[src/rtl/i2c_seq_pkg.sv]
package i2c_seq_pkg;

    localparam int LEN_W = 4;

    typedef enum logic [1:0] {
        CMD_START = 2'd0,
        CMD_WRITE = 2'd1,
        CMD_READ  = 2'd2,
        CMD_STOP  = 2'd3
    } cmd_e;

    typedef enum logic [2:0] {
        ERR_NONE    = 3'd0,
        ERR_REMOTE  = 3'd1,
        ERR_REFUSED = 3'd2,
        ERR_INVAL   = 3'd3,
        ERR_TIMEOUT = 3'd4
    } err_e;

    typedef enum logic [2:0] {
        S_IDLE, S_ARB, S_START, S_WRITE, S_READ, S_NEXT, S_STOP
    } st_e;

    typedef struct packed {
        logic [6:0]       addr;
        logic             rd;
        logic             rev;
        logic             nostart;
        logic             ignak;
        logic [LEN_W-1:0] len;
    } desc_t;

    typedef struct packed {
        logic       vld;
        cmd_e       kind;
        logic [7:0] data;
        logic       ack;
    } cmd_t;

    function automatic logic [7:0] addr_byte(desc_t d);
        return {d.addr, d.rd ^ d.rev};
    endfunction

endpackage

[src/rtl/i2c_seq_arb.sv]
module i2c_seq_arb #(
    parameter int POLL_N  = 400,
    parameter int RETRY_N = 2
) (
    input  logic clk,
    input  logic rst,
    input  logic kick,
    input  logic busy,
    output logic grant,
    output logic expire
);
    localparam int PW = $clog2(POLL_N + 1);
    localparam int RW = $clog2(RETRY_N + 1);

    logic          active;
    logic [PW-1:0] polls;
    logic [RW-1:0] tries;
    logic          last_poll, last_try;

    assign last_poll = (polls == PW'(POLL_N - 1));
    assign last_try  = (tries == RW'(RETRY_N - 1));
    assign grant     = active && !busy;
    assign expire    = active && busy && last_poll && last_try;

    always_ff @(posedge clk) begin
        if (rst) begin
            active <= 1'b0;
            polls  <= '0;
            tries  <= '0;
        end else if (kick) begin
            active <= 1'b1;
            polls  <= '0;
            tries  <= '0;
        end else if (active) begin
            if (!busy) begin
                active <= 1'b0;
            end else if (last_poll) begin
                polls <= '0;
                if (last_try) active <= 1'b0;
                else          tries  <= tries + 1'b1;
            end else begin
                polls <= polls + 1'b1;
            end
        end
    end

endmodule

[src/rtl/i2c_seq_cmd.sv]
module i2c_seq_cmd
    import i2c_seq_pkg::*;
(
    input  logic       clk,
    input  logic       rst,
    input  logic       issue,
    input  cmd_e       kind,
    input  desc_t      desc,
    input  logic [7:0] wdata,
    input  logic       ack,
    output cmd_t       cmd_q
);
    cmd_t nxt;

    always_comb begin
        nxt.vld  = issue;
        nxt.kind = kind;
        nxt.ack  = ack;
        unique case (kind)
            CMD_START: nxt.data = addr_byte(desc);
            CMD_WRITE: nxt.data = wdata;
            default:   nxt.data = 8'h00;
        endcase
    end

    always_ff @(posedge clk) begin
        if (rst) cmd_q <= '{vld: 1'b0, kind: CMD_STOP, data: 8'h00, ack: 1'b1};
        else     cmd_q <= nxt;
    end

endmodule

[src/rtl/i2c_msg_seq.sv]
module i2c_msg_seq
    import i2c_seq_pkg::*;
#(
    parameter int MSG_N   = 8,
    parameter int POLL_N  = 400,
    parameter int RETRY_N = 2,
    localparam int IDX_W  = $clog2(MSG_N),
    localparam int CNT_W  = IDX_W + 1
) (
    input  logic             clk,
    input  logic             rst,
    input  logic             go_i,
    input  logic [CNT_W-1:0] msg_count_i,
    input  logic             bus_busy_i,
    output logic [IDX_W-1:0] msg_sel_o,
    output logic [LEN_W-1:0] byte_ptr_o,
    input  logic [6:0]       msg_addr_i,
    input  logic             msg_rd_i,
    input  logic             msg_rev_i,
    input  logic             msg_nostart_i,
    input  logic             msg_ignak_i,
    input  logic [LEN_W-1:0] msg_len_i,
    input  logic [7:0]       wr_byte_i,
    output logic             rd_we_o,
    output logic [7:0]       rd_byte_o,
    output logic             eng_cmd_valid_o,
    output logic [1:0]       eng_cmd_o,
    output logic [7:0]       eng_byte_o,
    output logic             eng_ack_o,
    input  logic             eng_done_i,
    input  logic             eng_nak_i,
    input  logic [7:0]       eng_rx_i,
    output logic             xfer_done_o,
    output logic [2:0]       xfer_err_o,
    output logic [CNT_W-1:0] xfer_count_o
);
    st_e              state, st_n;
    logic [IDX_W-1:0] cur, cur_n;
    logic [LEN_W-1:0] ptr, ptr_n;
    err_e             err_q, err_n, fin_err, res_err;
    logic             done_q, fin;
    logic [CNT_W-1:0] fin_cnt, res_cnt;
    logic             iss, iss_ack, wstep, rstep, rd_we, last, final_byte;
    cmd_e             iss_kind;
    logic [LEN_W:0]   rd_p;
    logic             grant, expire;
    desc_t            d;
    cmd_t             cmd_q;

    assign d = '{addr: msg_addr_i, rd: msg_rd_i, rev: msg_rev_i,
                 nostart: msg_nostart_i, ignak: msg_ignak_i, len: msg_len_i};
    assign last       = ({1'b0, cur} == (msg_count_i - CNT_W'(1)));
    assign final_byte = last && ({1'b0, ptr} == ({1'b0, d.len} - 1'b1));
    assign rd_p       = (state == S_READ) ? ({1'b0, ptr} + 1'b1) : {1'b0, ptr};

    i2c_seq_arb #(.POLL_N(POLL_N), .RETRY_N(RETRY_N)) u_arb (
        .clk(clk), .rst(rst), .kick(go_i && state == S_IDLE),
        .busy(bus_busy_i), .grant(grant), .expire(expire)
    );

    always_comb begin
        st_n = state; cur_n = cur; ptr_n = ptr; err_n = err_q;
        iss = 1'b0; iss_kind = CMD_STOP; iss_ack = 1'b1;
        fin = 1'b0; fin_err = err_q; fin_cnt = '0;
        wstep = 1'b0; rstep = 1'b0; rd_we = 1'b0;
        unique case (state)
            S_IDLE: if (go_i) begin
                st_n = S_ARB; cur_n = '0; ptr_n = '0; err_n = ERR_NONE;
            end
            S_ARB: begin
                if (expire) begin
                    fin = 1'b1; fin_err = ERR_TIMEOUT; st_n = S_IDLE;
                end else if (grant) begin
                    iss = 1'b1; iss_kind = CMD_START; st_n = S_START;
                end
            end
            S_START: if (eng_done_i) begin
                if (eng_nak_i && !d.ignak) begin
                    err_n = ERR_REMOTE; st_n = S_STOP;
                end else if (last && d.len == '0) begin
                    st_n = S_STOP;
                end else if (d.rd) rstep = 1'b1;
                else               wstep = 1'b1;
            end
            S_WRITE: if (eng_done_i) wstep = 1'b1;
            S_READ: if (eng_done_i) begin
                if (eng_nak_i && !d.ignak && !final_byte) begin
                    err_n = ERR_REFUSED; st_n = S_STOP;
                end else begin
                    rd_we = 1'b1; rstep = 1'b1;
                end
            end
            S_NEXT: begin
                if (d.nostart) begin
                    if (d.rd) begin err_n = ERR_INVAL; st_n = S_STOP; end
                    else wstep = 1'b1;
                end else begin
                    iss = 1'b1; iss_kind = CMD_START; st_n = S_START;
                end
            end
            S_STOP: begin
                iss = 1'b1; iss_kind = CMD_STOP; fin = 1'b1; st_n = S_IDLE;
                fin_cnt = (err_q == ERR_NONE) ? ({1'b0, cur} + 1'b1) : {1'b0, cur};
            end
            default: st_n = S_IDLE;
        endcase

        if (wstep) begin
            if (ptr < d.len) begin
                iss = 1'b1; iss_kind = CMD_WRITE; ptr_n = ptr + 1'b1; st_n = S_WRITE;
            end else if (!last) begin
                cur_n = cur + 1'b1; ptr_n = '0; st_n = S_NEXT;
            end else st_n = S_STOP;
        end
        if (rstep) begin
            if (rd_p < {1'b0, d.len}) begin
                iss = 1'b1; iss_kind = CMD_READ; ptr_n = rd_p[LEN_W-1:0]; st_n = S_READ;
                iss_ack = !(last && rd_p == ({1'b0, d.len} - 1'b1));
            end else if (!last) begin
                cur_n = cur + 1'b1; ptr_n = '0; st_n = S_NEXT;
            end else st_n = S_STOP;
        end
    end

    i2c_seq_cmd u_cmd (
        .clk(clk), .rst(rst), .issue(iss), .kind(iss_kind), .desc(d),
        .wdata(wr_byte_i), .ack(iss_ack), .cmd_q(cmd_q)
    );

    always_ff @(posedge clk) begin
        if (rst) begin
            state <= S_IDLE; cur <= '0; ptr <= '0; err_q <= ERR_NONE;
            done_q <= 1'b0; res_err <= ERR_NONE; res_cnt <= '0;
        end else begin
            state <= st_n; cur <= cur_n; ptr <= ptr_n; err_q <= err_n;
            done_q <= fin;
            if (fin) begin res_err <= fin_err; res_cnt <= fin_cnt; end
        end
    end

    assign msg_sel_o       = cur;
    assign byte_ptr_o      = ptr;
    assign rd_we_o         = rd_we;
    assign rd_byte_o       = eng_rx_i;
    assign eng_cmd_valid_o = cmd_q.vld;
    assign eng_cmd_o       = cmd_q.kind;
    assign eng_byte_o      = cmd_q.data;
    assign eng_ack_o       = cmd_q.ack;
    assign xfer_done_o     = done_q;
    assign xfer_err_o      = res_err;
    assign xfer_count_o    = res_cnt;

    AST_DONE_PULSE: assert property (@(posedge clk) disable iff (rst)
        xfer_done_o |=> !xfer_done_o);
    AST_DONE_WITH_STOP: assert property (@(posedge clk) disable iff (rst)
        (xfer_done_o && xfer_err_o != ERR_TIMEOUT) |-> (eng_cmd_valid_o && eng_cmd_o == CMD_STOP));
    AST_QUIET_IDLE: assert property (@(posedge clk) disable iff (rst)
        (state == S_IDLE && $past(state) == S_IDLE) |-> !eng_cmd_valid_o);
    AST_START_NOT_BUSY: assert property (@(posedge clk) disable iff (rst)
        (eng_cmd_valid_o && eng_cmd_o == CMD_START && $past(state) == S_ARB) |-> !$past(bus_busy_i));
    AST_ADDR_BYTE: assert property (@(posedge clk) disable iff (rst)
        (eng_cmd_valid_o && eng_cmd_o == CMD_START) |-> (eng_byte_o[7:1] == msg_addr_i));
    AST_READ_ACK: assert property (@(posedge clk) disable iff (rst)
        (eng_cmd_valid_o && eng_cmd_o == CMD_READ) |-> (eng_ack_o == !final_byte));

endmodule

[config.mk]
export PLATFORM = sky130hd
export DESIGN_NAME = i2c_msg_seq
export DESIGN_NICKNAME = d
export VERILOG_FILES = /design/src/rtl/i2c_seq_pkg.sv /design/src/rtl/i2c_seq_arb.sv /design/src/rtl/i2c_seq_cmd.sv /design/src/rtl/i2c_msg_seq.sv
export SDC_FILE = /design/constraint.sdc
export NUM_CORES = 1
export LEC_CHECK = 0
export BUFFER_PORTS_ARGS = -buffer_cell sky130_fd_sc_hd__buf_2
export CAP_MARGIN = 20
export CORE_UTILIZATION = 53
export CTS_CLUSTER_DIAMETER = 40
export DETAILED_ROUTE_END_ITERATION = 7
export GPL_ROUTABILITY_DRIVEN = 0
export GPL_TIMING_DRIVEN = 0
export HOLD_SLACK_MARGIN = 0.03
export PLACE_DENSITY_LB_ADDON = 0.1
export SKIP_CTS_REPAIR_TIMING = 1
export SLEW_MARGIN = 40
export SYNTH_ARGS = -nofsm -noshare
export SYNTH_HDL_FRONTEND = slang
export SYNTH_SLANG_ARGS = --single-unit
[constraint.sdc]
create_clock -name clk -period 3.6 [get_ports clk]
set_clock_uncertainty 0.2 [all_clocks]
set_input_delay 0.36 -clock clk [delete_from_list [all_inputs] [get_ports clk]]
set_output_delay 0.36 -clock clk [all_outputs]
set_load 0.01 [all_outputs]
==> metrics.md <==
| Metric | Value |
|---|---|
| Dpl hpwl | 5210 um |
| Synth warn | 0 |
| Clk slew on worst S/H paths | 0.09 ns |
| Initial antenna violation count | 0 |
| EDFF count, synth | 0 |
| Worst skew pair latency | 0.30 ns |
| Layout area overhead | 18.5% |
| Slew HR | 0.482 |
| Post-synthesis net count | 395 |
| Period minus WS final | 3.20 ns |
| Seq/Total Area, Yosys | 0.313 |
| Finish-stage setup viols | 0 |
| Average wire per standard cell | 13.9 um |
| VDD IR max | 0.205 mV |
| Count of cell types in the netlist | 59 |
| Req. time, crit path | 3.60 ns |
| Share of layout cells above drive strength 1 | 0.224 |
| Synthesized area | 2810 um^2 |
| Clock Tree Buf Depth | 2 |
| Port bufs | 68 |
| Final Hold Vio Count | 0 |
| CORE AREA | 5110 um^2 |
| #FFs+latches synth | 44 |
| Post-Route Utilization | 0.653 |
| Status | complete, no violations |
| Die area | 5600 um^2 |
| Total Wirelength | 6760 um |
| Die outline width | 74.9 um |
| WP data arrival | 3.20 ns |
| Mean Syn Cell Area | 8.28 um^2 |
| Top cells by area, synth | dfxtp_1, ha_1, nor2_1 |
| CP Capture Type | flop |
| Die Y | 74.9 um |
| Fin Setup TNS | 0 ns |
| Cell Area, Placed | 3240 um^2 |
| Drt pass-1 iters | 4 |
| Max-cap violations | 0 |
| Crit path launch type | flop |
| Pwr Total | 1.41 mW |
| First-pass GRT wire length | 11,100 um |
| Final cycle utilization of the critical path | 0.890 |
| GRT Residual Overflow | 0 |
| Slew Viols, Final | 0 |
| Unrepaired setup endpoints after global routing | false |
| Row count | 26 |
| DRC | 0 |
| Hold/Removal Path Class | primary input to flop |
| First DRT Iteration DRCs | 180 |
| ANT cells | 0 |
| Overall routing resource usage | 0.257 |
| DR vias | 2,730 |
| Remaining antenna violation count | 0 |
| Async SR Flop Fraction | 0 |
| Cts bufs inserted | 5 |
| Final instance area | 3340 um^2 |
| Starting Density | 0.551 |
| Nets | 470 |
| Total clock sinks | 44 |
| H-tree depth | 2 |
| Max frequency | 312 MHz |
| Pwr Density | 423 nW/um^2 |
| CTS Root Buffer Type | clkbuf_8 |
| Least-Margin Pin Slew | 0.775 ns |
| Main synth FF type | dfxtp_1 |
| Largest net degree at the start of global routing | 14 |
| Top cell type's share of synthesized area | 0.313 |
| Critical Path Fanout Max | 10 |
| Leakage power | 1.49 nW |
| Critical path type | flop to flop |
| Cells after Synth | 340 |
| Top-Level Pins | 77 |
| Area leader, netlist | dfxtp_1 |
| CTS tree | yes |
| Vias in the first global route | 2,496 |
| Via-to-Cell Ratio | 5.62 |
cell families after synthesis:
| group | after synthesis | synth area share |
|---|---|---|
| simple gates | 131 | 0.241 |
| compound gates | 80 | 0.212 |
| flops | 44 | 0.313 |
| buf+inv | 38 | 0.0654 |
| xor+xnor | 26 | 0.0809 |
| fa+ha+maj | 14 | 0.0623 |
| mux | 7 | 0.0258 |
worst paths after layout:
path,startpoint,endpoint,cells after the start,slack (ns)
hold / removal,wr_byte_i[2],u_cmd.cmd_q[3]$_SDFF_PP0_,3,0.09
setup / recovery,state[2]$_SDFFE_PP0P_,msg_sel_o[0]$_SDFF_PP0_,13,0.40
setup reg to reg,state[2]$_SDFFE_PP0P_,msg_sel_o[0]$_SDFF_PP0_,13,0.40
hold reg to reg,xfer_count_o[3]$_SDFFE_PP0P_,xfer_count_o[3]$_SDFFE_PP0P_,2,0.30
cells in the final DEF (no fill, tap or decap), drive strengths merged, types with 3 or more instances in the layout:
master / count
xnor2: 13
nor3: 9
nor2b: 12
dfxtp: 44
a22oi: 12
o31ai: 3
nor3b: 3
clkbuf: 18
xor2: 13
and2: 5
o21a: 7
o21ai: 9
nand4: 5
nor2: 42
nand2: 23
o2111ai: 3
nand2b: 5
buf: 78
a211oi: 5
mux2i: 5
o22ai: 6
and3: 6
a21oi: 14
nand3: 6
ha: 14
inv: 17
final cells by class:
class                      instances  area, um^2
inverter                          17        63.8
clock buffer                       7        86.3
sequential                        44         881
multi-input combinational        258        1750
tap                               70        87.6
fill                             444        1770
buffer                            21         120
clock inverter                     1        7.51
timing repair buffer              68         340
power by group:
part / switching (mW) / internal [mW] / leakage (nW)
Combinational: 0.332 / 0.210 / 1.09
Clock: 0.173 / 0.156 / 0.0445
Sequential: 0.0207 / 0.518 / 0.355
worst max-delay path, stage by stage (launching register included):
cell       delay, ns
dfxtp_1         0.31
buf_4           0.14
or3b_1          0.37
buf_6           0.15
mux2i_1         0.30
inv_1           0.08
ha_1            0.27
nor2b_1         0.13
o21a_1          0.16
o21a_1          0.17
or2_2           0.33
o2111ai_2       0.15
a211oi_1        0.12
a41o_1          0.21
synthesized netlist by cell type, drive strengths merged (7+ instances only):
library cell	count
nand2	23
buf	10
xor2	13
nor2	42
ha	14
dfxtp	44
xnor2	13
nor2b	12
clkbuf	11
a22oi	12
nor3	9
o21a	7
a21oi	14
inv	17
o21ai	9
state kept, by name (all words and copies together), names as in the netlist, 3 cells and up:
name	cells
xfer_err_o	3
byte_ptr_o	4
u_cmd.cmd_q	12
u_arb.polls	9
state	3
msg_sel_o	3
xfer_count_o	4
routing by layer:
layer	GRT usage	up-vias	part of all wire
li1	-	1365	-
met1	0.335	1246	0.46
met2	0.422	106	0.45
met3	0.0549	13	0.072
met4	0.0901	0	0.017
met5	0	-	0
per-stage QoR:
step | hold slack [ns] | worst slack, ns | cells
4_1_cts | 0.0892 | 0.407 | 486
3_5_place_dp | 0.287 | 0.419 | 478
5_1_grt | 0.108 | 0.126 | 486
6_report | 0.0906 | 0.397 | 486
2_1_floorplan | 0.279 | 0.656 | 340
3_3_place_gp | 0.269 | 0.467 | 478
Note: power is estimated with default switching activity, not from simulation.
